## src/rtl/script_alu_pkg.sv

```systemverilog
package script_alu_pkg;

    localparam logic [4:0] RT_CODE_S2R = 5'h0D;
    localparam logic [4:0] RT_CODE_R2S = 5'h0E;
    localparam logic [4:0] RT_CODE_R2R = 5'h0F;

    typedef enum logic [1:0] {
        RT_NONE,
        RT_S2R,
        RT_R2S,
        RT_R2R
    } route_e;

    typedef enum logic [2:0] {
        OP_LOAD = 3'd0,
        OP_SHL  = 3'd1,
        OP_OR   = 3'd2,
        OP_XOR  = 3'd3,
        OP_AND  = 3'd4,
        OP_SHR  = 3'd5,
        OP_ADD  = 3'd6,
        OP_ADDC = 3'd7
    } alu_op_e;

    typedef enum logic [1:0] {
        ST_IDLE,
        ST_READ,
        ST_EXEC,
        ST_DONE
    } fsm_e;

    typedef struct packed {
        route_e     route;
        alu_op_e    op;
        logic       use_sfbr;
        logic [7:0] imm;
        logic [7:0] off;
    } dec_t;

    typedef struct packed {
        fsm_e       fsm;
        dec_t       dec;
        logic [7:0] sfbr;
        logic       carry;
    } unit_state_t;

endpackage

```

## src/rtl/script_alu_decode.sv

```systemverilog
module script_alu_decode
    import script_alu_pkg::*;
(
    input  logic [31:0] word_i,
    output dec_t        dec_o
);
    logic rsvd_nz;

    always_comb begin
        rsvd_nz        = |word_i[6:0];
        dec_o.op       = alu_op_e'(word_i[26:24]);
        dec_o.use_sfbr = word_i[23];
        dec_o.imm      = word_i[15:8];
        dec_o.off      = {word_i[7], word_i[22:16]};
        unique case (word_i[31:27])
            RT_CODE_S2R: dec_o.route = RT_S2R;
            RT_CODE_R2S: dec_o.route = RT_R2S;
            RT_CODE_R2R: dec_o.route = RT_R2R;
            default:     dec_o.route = RT_NONE;
        endcase
        if (rsvd_nz) begin
            dec_o.route = RT_NONE;
        end
    end
endmodule

```

## src/rtl/script_alu_core.sv

```systemverilog
module script_alu_core
    import script_alu_pkg::*;
(
    input  alu_op_e    op_i,
    input  logic [7:0] a_i,
    input  logic [7:0] b_i,
    input  logic       cin_i,
    output logic [7:0] res_o,
    output logic       cout_o
);
    logic [8:0] sum;

    always_comb begin
        sum    = {1'b0, a_i} + {1'b0, b_i} + {8'd0, (op_i == OP_ADDC) & cin_i};
        res_o  = b_i;
        cout_o = cin_i;
        unique case (op_i)
            OP_LOAD: res_o = b_i;
            OP_SHL: begin
                res_o  = {a_i[6:0], cin_i};
                cout_o = a_i[7];
            end
            OP_OR:   res_o = a_i | b_i;
            OP_XOR:  res_o = a_i ^ b_i;
            OP_AND:  res_o = a_i & b_i;
            OP_SHR: begin
                res_o  = {cin_i, a_i[7:1]};
                cout_o = a_i[0];
            end
            OP_ADD, OP_ADDC: begin
                res_o  = sum[7:0];
                cout_o = sum[8];
            end
            default: res_o = b_i;
        endcase
    end
endmodule

```

## src/rtl/script_reg_alu.sv

```systemverilog
module script_reg_alu
    import script_alu_pkg::*;
#(
    parameter int ADDR_W = 8
) (
    input  logic              clk,
    input  logic              rst_n,
    input  logic              insn_valid,
    input  logic [31:0]       insn_word,
    output logic              insn_done,
    output logic              rf_re,
    output logic              rf_we,
    output logic [ADDR_W-1:0] rf_addr,
    output logic [7:0]        rf_wdata,
    input  logic [7:0]        rf_rdata,
    output logic [7:0]        sfbr_o,
    output logic              carry_o
);
    localparam int OFF_W = 8;

    unit_state_t state_d, state_q;
    dec_t        dec_in;
    logic [7:0]  opnd_a, opnd_b, alu_res;
    logic        alu_cout;
    logic        reads_reg, writes_reg;

    script_alu_decode u_dec (
        .word_i (insn_word),
        .dec_o  (dec_in)
    );

    always_comb begin
        reads_reg  = (state_q.dec.route == RT_R2S) || (state_q.dec.route == RT_R2R);
        writes_reg = (state_q.dec.route == RT_S2R) || (state_q.dec.route == RT_R2R);
        opnd_a     = (state_q.dec.route == RT_S2R) ? state_q.sfbr : rf_rdata;
        opnd_b     = state_q.dec.use_sfbr ? state_q.sfbr : state_q.dec.imm;
    end

    script_alu_core u_core (
        .op_i   (state_q.dec.op),
        .a_i    (opnd_a),
        .b_i    (opnd_b),
        .cin_i  (state_q.carry),
        .res_o  (alu_res),
        .cout_o (alu_cout)
    );

    always_comb begin
        state_d   = state_q;
        rf_re     = 1'b0;
        rf_we     = 1'b0;
        insn_done = 1'b0;
        unique case (state_q.fsm)
            ST_IDLE: begin
                if (insn_valid) begin
                    state_d.dec = dec_in;
                    state_d.fsm = ST_READ;
                end
            end
            ST_READ: begin
                rf_re       = reads_reg;
                state_d.fsm = ST_EXEC;
            end
            ST_EXEC: begin
                rf_we = writes_reg;
                if (state_q.dec.route == RT_R2S) begin
                    state_d.sfbr = alu_res;
                end
                if (state_q.dec.route != RT_NONE) begin
                    state_d.carry = alu_cout;
                end
                state_d.fsm = ST_DONE;
            end
            ST_DONE: begin
                insn_done   = 1'b1;
                state_d.fsm = ST_IDLE;
            end
            default: state_d.fsm = ST_IDLE;
        endcase
    end

    always_ff @(posedge clk) begin
        if (!rst_n) begin
            state_q <= '{fsm: ST_IDLE, dec: '0, sfbr: '0, carry: 1'b0};
        end else begin
            state_q <= state_d;
        end
    end

    generate
        if (ADDR_W >= OFF_W) begin : g_addr_wide
            assign rf_addr = ADDR_W'(state_q.dec.off);
        end else begin : g_addr_narrow
            assign rf_addr = state_q.dec.off[ADDR_W-1:0];
        end
    endgenerate

    assign rf_wdata = alu_res;
    assign sfbr_o   = state_q.sfbr;
    assign carry_o  = state_q.carry;

    // a write strobe is followed by the completion pulse
    p_done_after_write_r8: assert property (@(posedge clk) disable iff (!rst_n)
        rf_we |=> insn_done);

    // completion is a single-cycle pulse
    p_done_single_r8: assert property (@(posedge clk) disable iff (!rst_n)
        insn_done |=> !insn_done);

    // read, write and done never overlap
    p_strobes_exclusive_r8: assert property (@(posedge clk) disable iff (!rst_n)
        $onehot0({rf_re, rf_we, insn_done}));

    // a read strobe is never repeated on the next cycle
    p_read_once_r8: assert property (@(posedge clk) disable iff (!rst_n)
        rf_re |=> !rf_re);

    // logical operators and load keep the carry
    p_logic_keeps_carry_r7: assert property (@(posedge clk) disable iff (!rst_n)
        (state_q.fsm == ST_EXEC && (state_q.dec.op == OP_LOAD || state_q.dec.op == OP_OR ||
         state_q.dec.op == OP_XOR || state_q.dec.op == OP_AND)) |=> $stable(carry_o));

    // only the SFBR-destination routing may change SFBR
    p_sfbr_only_r2s_r1: assert property (@(posedge clk) disable iff (!rst_n)
        (state_q.dec.route != RT_R2S) |=> $stable(sfbr_o));

    // nothing is signalled in the cycle after reset
    p_quiet_after_reset_r10: assert property (@(posedge clk)
        !rst_n |=> (!insn_done && !rf_we && !rf_re && sfbr_o == 8'd0 && !carry_o));

endmodule

```

## config.mk

```make
export PLATFORM = sky130hd
export DESIGN_NAME = script_reg_alu
export DESIGN_NICKNAME = d
export VERILOG_FILES = /design/src/rtl/script_alu_pkg.sv /design/src/rtl/script_alu_decode.sv /design/src/rtl/script_alu_core.sv /design/src/rtl/script_reg_alu.sv
export SDC_FILE = /design/constraint.sdc
export NUM_CORES = 1
export LEC_CHECK = 0
export ABC_AREA = 1
export BUFFER_PORTS_ARGS = -buffer_cell sky130_fd_sc_hd__buf_2
export CORE_UTILIZATION = 54
export DETAILED_ROUTE_END_ITERATION = 6
export PLACE_DENSITY = 0.81
export SYNTH_ARGS = -nofsm -noshare
export SYNTH_HDL_FRONTEND = slang
export SYNTH_SLANG_ARGS = --single-unit
```

## constraint.sdc

```tcl
create_clock -name clk -period 3.2 [get_ports clk]
set_clock_uncertainty 0.2 [all_clocks]
set_input_delay 0.16 -clock clk [delete_from_list [all_inputs] [get_ports clk]]
set_output_delay 0.16 -clock clk [all_outputs]
set_load 0.1 [all_outputs]
```

==> impl.org <==
** Status
- Result of the run :: completed

** STA
- Tightest slew margin relative to the limit :: between 60 and 70%
- Setup TNS Final :: 0 ns
- Final-report setup violation count :: 0
- Transition time at the pin with the least slew margin :: approximately 0.52 ns
- Post-layout min period :: roughly 3 ns
- Setup repair after global routing left no endpoint under its margin.
- The count of final hold-check violations was 0.
- Min Hold Slack :: between 0.04 and 0.05 ns
- Max-slew violation total from the final report :: 0
- Part of the cycle the worst path needs :: between 90% and 100%
- Maximum frequency from static timing analysis :: 329 MHz

** Clocking
- Number of buffers inserted during clock tree synthesis :: 5
- TritonCTS built the clock tree.
- The tree is rooted in a sky130_fd_sc_hd__clkbuf_8.
- Clock Path Buffers :: 2
- Clock network latency to the later pin of the worst-skew pair :: a little under 0.3 ns
- Clock-pin slew was measured on the worst setup and hold paths at 0.07 ns.
- CTS saw 33 sinks.
- H-tree Lvls :: 2

** Floorplan
- Height of the chip :: 73.1 µm
- Effective utilization at floorplan :: 57.0%
- The region available for standard cell placement spans about 0.0048 mm².
- Count of boundary I/O pins :: slightly above 70
- Floorplan die area :: 0.00534 mm²
- Width of the chip :: approximately 73 µm
- Number of rows created at floorplan :: 25

** Logic synthesis
- Area of the mapped netlist :: around 0.0027 mm²
- Mean Syn Cell Area :: ~6.5 µm²
- After Yosys synthesis, and, or, nand and nor cells account for between 30% and 40% of the synthesized area.
- Of the total synthesized cell area, the portion taken by XOR and XNOR cells is 0%.
- Number of distinct standard cells referenced by the synthesized netlist :: 41
- Measured against the total synthesized area, the mux share comes to 0%.
- Of the total synthesized cell area, the portion taken by full adders, half adders and majority gates is between 10 and 15%.
- Yosys printed 0 warnings.
- Summing the areas of all compound-gate instances in the mapped netlist gives 17.7% of the synthesized area.
- Number of synthesized register bits :: 33
- After synthesis, the largest family of logic cells by area is simple AND/OR/NAND/NOR gates.
- Post-synthesis instance total :: 420
- Sequential elements use 24.2% of the synthesized area.
- Synthesized netlist net count :: slightly below 500

** Worst setup path
- STA classifies the critical path startpoint as a flip-flop.
- Arrival time worst endpoint :: 2.68 ns
- For the worst setup path, the data required time is 2.84 ns.
- STA classifies the critical path endpoint as a primary output.
- Highest fanout seen on the critical path :: 8
- The critical path is of the flip-flop to primary output type.

** Pwr
- Logic gate share of total power :: roughly three fifths
- Worst ir drop on vdd :: between 0.0005 and 0.0006 V
- Clk pwr share :: 14.5%
- The analysis attributes to cell leakage a power of around 1.7 nW.
- Sw Share :: between 50% and 60%
- Internal power consumption :: approximately 950 µW
- Power spread over the standard cell area amounts to 636 mW/mm².
- Proportion of power drawn by flip-flops and latches :: approximately 24%
- Switching Power :: 1.21 mW

** Finish
- The layout has around 380 filler cells.
- Antenna Cells :: 0
- The finished cells cover 0.00341 mm².
- The post-route netlist has 27.0% of its cells at a drive strength greater than 1.
- For this run, the post-layout net count is approximately 570.
- From synthesis to final layout, the design area changed by 24.9%.

** Global routing
- The initial antenna violation count came to 0.
- For this run, the total global-route usage over all layers was measured as about 31%.
- Entering global routing, the biggest net connects 29 pins.
- The total overflow left after global routing is 0.
- Global-route wire length before repair :: around 13000 µm
- Vias in the first global route :: ~2800

** Hold path
- The min-delay analysis places its worst path in the category input port to flip-flop.

** Detailed routing
- The first routing iteration left ~260 violations.
- Post-route DRC :: 0
- For this block, the routed nets add up to 7950 µm of wire.
- Mean routed wirelength per cell :: about 14 µm
- Count of nets left with antenna violations after detail routing :: 0
- Initial DRT Pass Iterations :: 5
- For this block, the via count after detailed routing is 3059.
- Drt via density :: 5.40

** Place
- At the end of routability-driven placement, the weighted congestion stood at ~0.96.
- Number of input and output port buffers inserted :: 70
- Summing all placed instances gives a cell area of 0.00303 mm².
- Detailed placement finished with a half-perimeter wire length of roughly 5200 µm.

** Flow run
- The tool flagged a number of max-cap violations equal to 0.
-- through the flow --
step | util (%) | power [mW] | cells | setup WS (ns)
CTS | 70.1 | 2.13 | 564 | 0.0549
detailed placement | 63.3 | 1.79 | 534 | 0.253
floorplan | - | 1.56 | 420 | 0.0692
finish | 71.2 | 2.17 | 567 | 0.156
global route | 71.2 | 2.28 | 567 | 0.00434
global placement | 63.3 | 1.76 | 534 | 0.348
-- layout by cell type (no fill, tap or decap), types with 8 or more instances in the layout --
cell type / count
sky130_fd_sc_hd__inv_1: 59
sky130_fd_sc_hd__dlygate4sd3_1: 22
sky130_fd_sc_hd__nand2_1: 91
sky130_fd_sc_hd__inv_2: 10
sky130_fd_sc_hd__nor2_1: 42
sky130_fd_sc_hd__ha_1: 21
sky130_fd_sc_hd__buf_4: 8
sky130_fd_sc_hd__dfxtp_1: 26
sky130_fd_sc_hd__buf_2: 66
sky130_fd_sc_hd__a21oi_1: 28
sky130_fd_sc_hd__nand3_1: 16
sky130_fd_sc_hd__o21ai_0: 34
-- per-layer routing --
metal / vias to the layer above / track usage, % / routed length [µm]
li1: 1463 / - / -
met1: 1415 / 38.4 / 3290
met2: 163 / 51.9 / 3850
met3: 18 / 5.80 / 646
met4: 0 / 12.6 / 170
met5: - / 0 / 0
-- cell usage after synthesis --
library cell | n | area share, %
sky130_fd_sc_hd__nand2_1 | 92 | 13
sky130_fd_sc_hd__inv_1 | 61 | 8.4
sky130_fd_sc_hd__nor2_1 | 42 | 5.8
sky130_fd_sc_hd__o21ai_0 | 34 | 6.2
sky130_fd_sc_hd__dfxtp_1 | 33 | 24
sky130_fd_sc_hd__a21oi_1 | 28 | 5.1
sky130_fd_sc_hd__ha_1 | 21 | 9.6
sky130_fd_sc_hd__nand3_1 | 17 | 3.1
sky130_fd_sc_hd__buf_4 | 16 | 4.4
sky130_fd_sc_hd__inv_2 | 9 | 1.2
sky130_fd_sc_hd__clkbuf_1 | 7 | 0.96
sky130_fd_sc_hd__o21ai_1 | 7 | 1.3
sky130_fd_sc_hd__nand2_2 | 5 | 1.1
sky130_fd_sc_hd__o21ai_2 | 5 | 1.6
sky130_fd_sc_hd__nand2_4 | 3 | 1.2
sky130_fd_sc_hd__nand3_2 | 3 | 1.1
sky130_fd_sc_hd__nand3b_1 | 3 | 0.83
sky130_fd_sc_hd__nor2_4 | 3 | 1.2
sky130_fd_sc_hd__nor3_1 | 3 | 0.55
sky130_fd_sc_hd__or2_2 | 3 | 0.69
sky130_fd_sc_hd__buf_2 | 2 | 0.37
sky130_fd_sc_hd__fa_1 | 2 | 1.5
sky130_fd_sc_hd__nor2_2 | 2 | 0.46
sky130_fd_sc_hd__o22ai_1 | 2 | 0.46
sky130_fd_sc_hd__a21oi_2 | 1 | 0.32
sky130_fd_sc_hd__a22o_1 | 1 | 0.32
sky130_fd_sc_hd__and3_1 | 1 | 0.23
sky130_fd_sc_hd__buf_1 | 1 | 0.14
sky130_fd_sc_hd__buf_12 | 1 | 0.73
sky130_fd_sc_hd__nand4_1 | 1 | 0.23
sky130_fd_sc_hd__nor3_2 | 1 | 0.37
sky130_fd_sc_hd__nor3b_1 | 1 | 0.28
sky130_fd_sc_hd__nor4_1 | 1 | 0.23
sky130_fd_sc_hd__nor4b_1 | 1 | 0.32
sky130_fd_sc_hd__o211ai_1 | 1 | 0.28
sky130_fd_sc_hd__o21a_1 | 1 | 0.28
sky130_fd_sc_hd__o21a_4 | 1 | 0.55
sky130_fd_sc_hd__o21ai_4 | 1 | 0.60
sky130_fd_sc_hd__o221ai_1 | 1 | 0.32
sky130_fd_sc_hd__o2bb2ai_1 | 1 | 0.32
sky130_fd_sc_hd__or2_1 | 1 | 0.23
-- state kept, by name (all words and copies together), names as in the netlist --
| register | cells |
|---|---|
| carry_o | 1 |
| rf_addr | 8 |
| sfbr_o | 8 |
| state_q | 16 |
-- area by class of cell --
| type | count | area, µm² | share of cell area [%] |
|---|---|---|---|
| Inverter | 70 | 265 | 7.79 |
| Clock buffer | 5 | 68.8 | 2.02 |
| Clock inverter | 3 | 17.5 | 0.514 |
| Tap cell | 67 | 83.8 | 2.46 |
| Sequential cell | 33 | 674 | 19.8 |
| Timing Repair Buffer | 98 | 638 | 18.7 |
| Multi-Input combinational cell | 291 | 1660 | 48.7 |
-- cell families (layout without fill, tap and decap cells) --
logic type / after synthesis / count (layout)
AOI/OAI and AO/OA: 84 / 84
buffers and inverters: 97 / 176
DFF: 33 / 33
and+or+nand+nor: 183 / 184
adders and majority gates: 23 / 23
-- worst paths after layout --
path | from | end | slack [ns] | cells past startpoint
setup / recovery | state_q[30]$_SDFFE_PN0P_ | rf_wdata[6] | 0.16 | 17
hold / removal | insn_word[24] | state_q[26]$_SDFFE_PN0P_ | 0.05 | 3
hold reg to reg | state_q[18]$_SDFFE_PN0P_ | state_q[18]$_SDFFE_PN0P_ | 0.26 | 2
setup reg to reg | state_q[30]$_SDFFE_PN0P_ | sfbr_o[4]$_SDFFE_PN0P_ | 0.67 | 15
-- worst max-delay path: stages (launching register included) --
cell and delay (ns):
sky130_fd_sc_hd__dfxtp_2 0.35, sky130_fd_sc_hd__inv_4 0.10, sky130_fd_sc_hd__nand2_8 0.09, sky130_fd_sc_hd__o21a_4 0.21, sky130_fd_sc_hd__inv_2 0.08, sky130_fd_sc_hd__fa_2 0.22
sky130_fd_sc_hd__inv_1 0.05, sky130_fd_sc_hd__fa_1 0.38, sky130_fd_sc_hd__inv_2 0.08, sky130_fd_sc_hd__nand2_1 0.08, sky130_fd_sc_hd__nand2_2 0.09, sky130_fd_sc_hd__nand3_1 0.09
sky130_fd_sc_hd__nand3b_1 0.10, sky130_fd_sc_hd__nand3_1 0.08, sky130_fd_sc_hd__nand2_1 0.07, sky130_fd_sc_hd__nand2_1 0.08, sky130_fd_sc_hd__inv_2 0.08, sky130_fd_sc_hd__buf_12 0.17
-- repair_timing --
item / 4_1_cts / 5_1_grt
hold buffers: 22 / 0
pin swaps: 0 / 2
setup buffers: 0 / 2
resized for setup: 5 / 13
hold endpoints to repair: 22 / 0
cloned: 0 / 1
endpoints found under the setup margin: 3 / 5
-- power by group through the flow --
stage	Clock, mW	Sequential, mW	Combinational (mW)
after CTS	0.319	0.517	1.29
after detailed placement	0	0.525	1.26
after floorplan	0	0.508	1.06
after global placement	0	0.522	1.24
after global routing	0.330	0.529	1.42
final	0.315	0.523	1.33
Power figures use the tool's default switching activity.
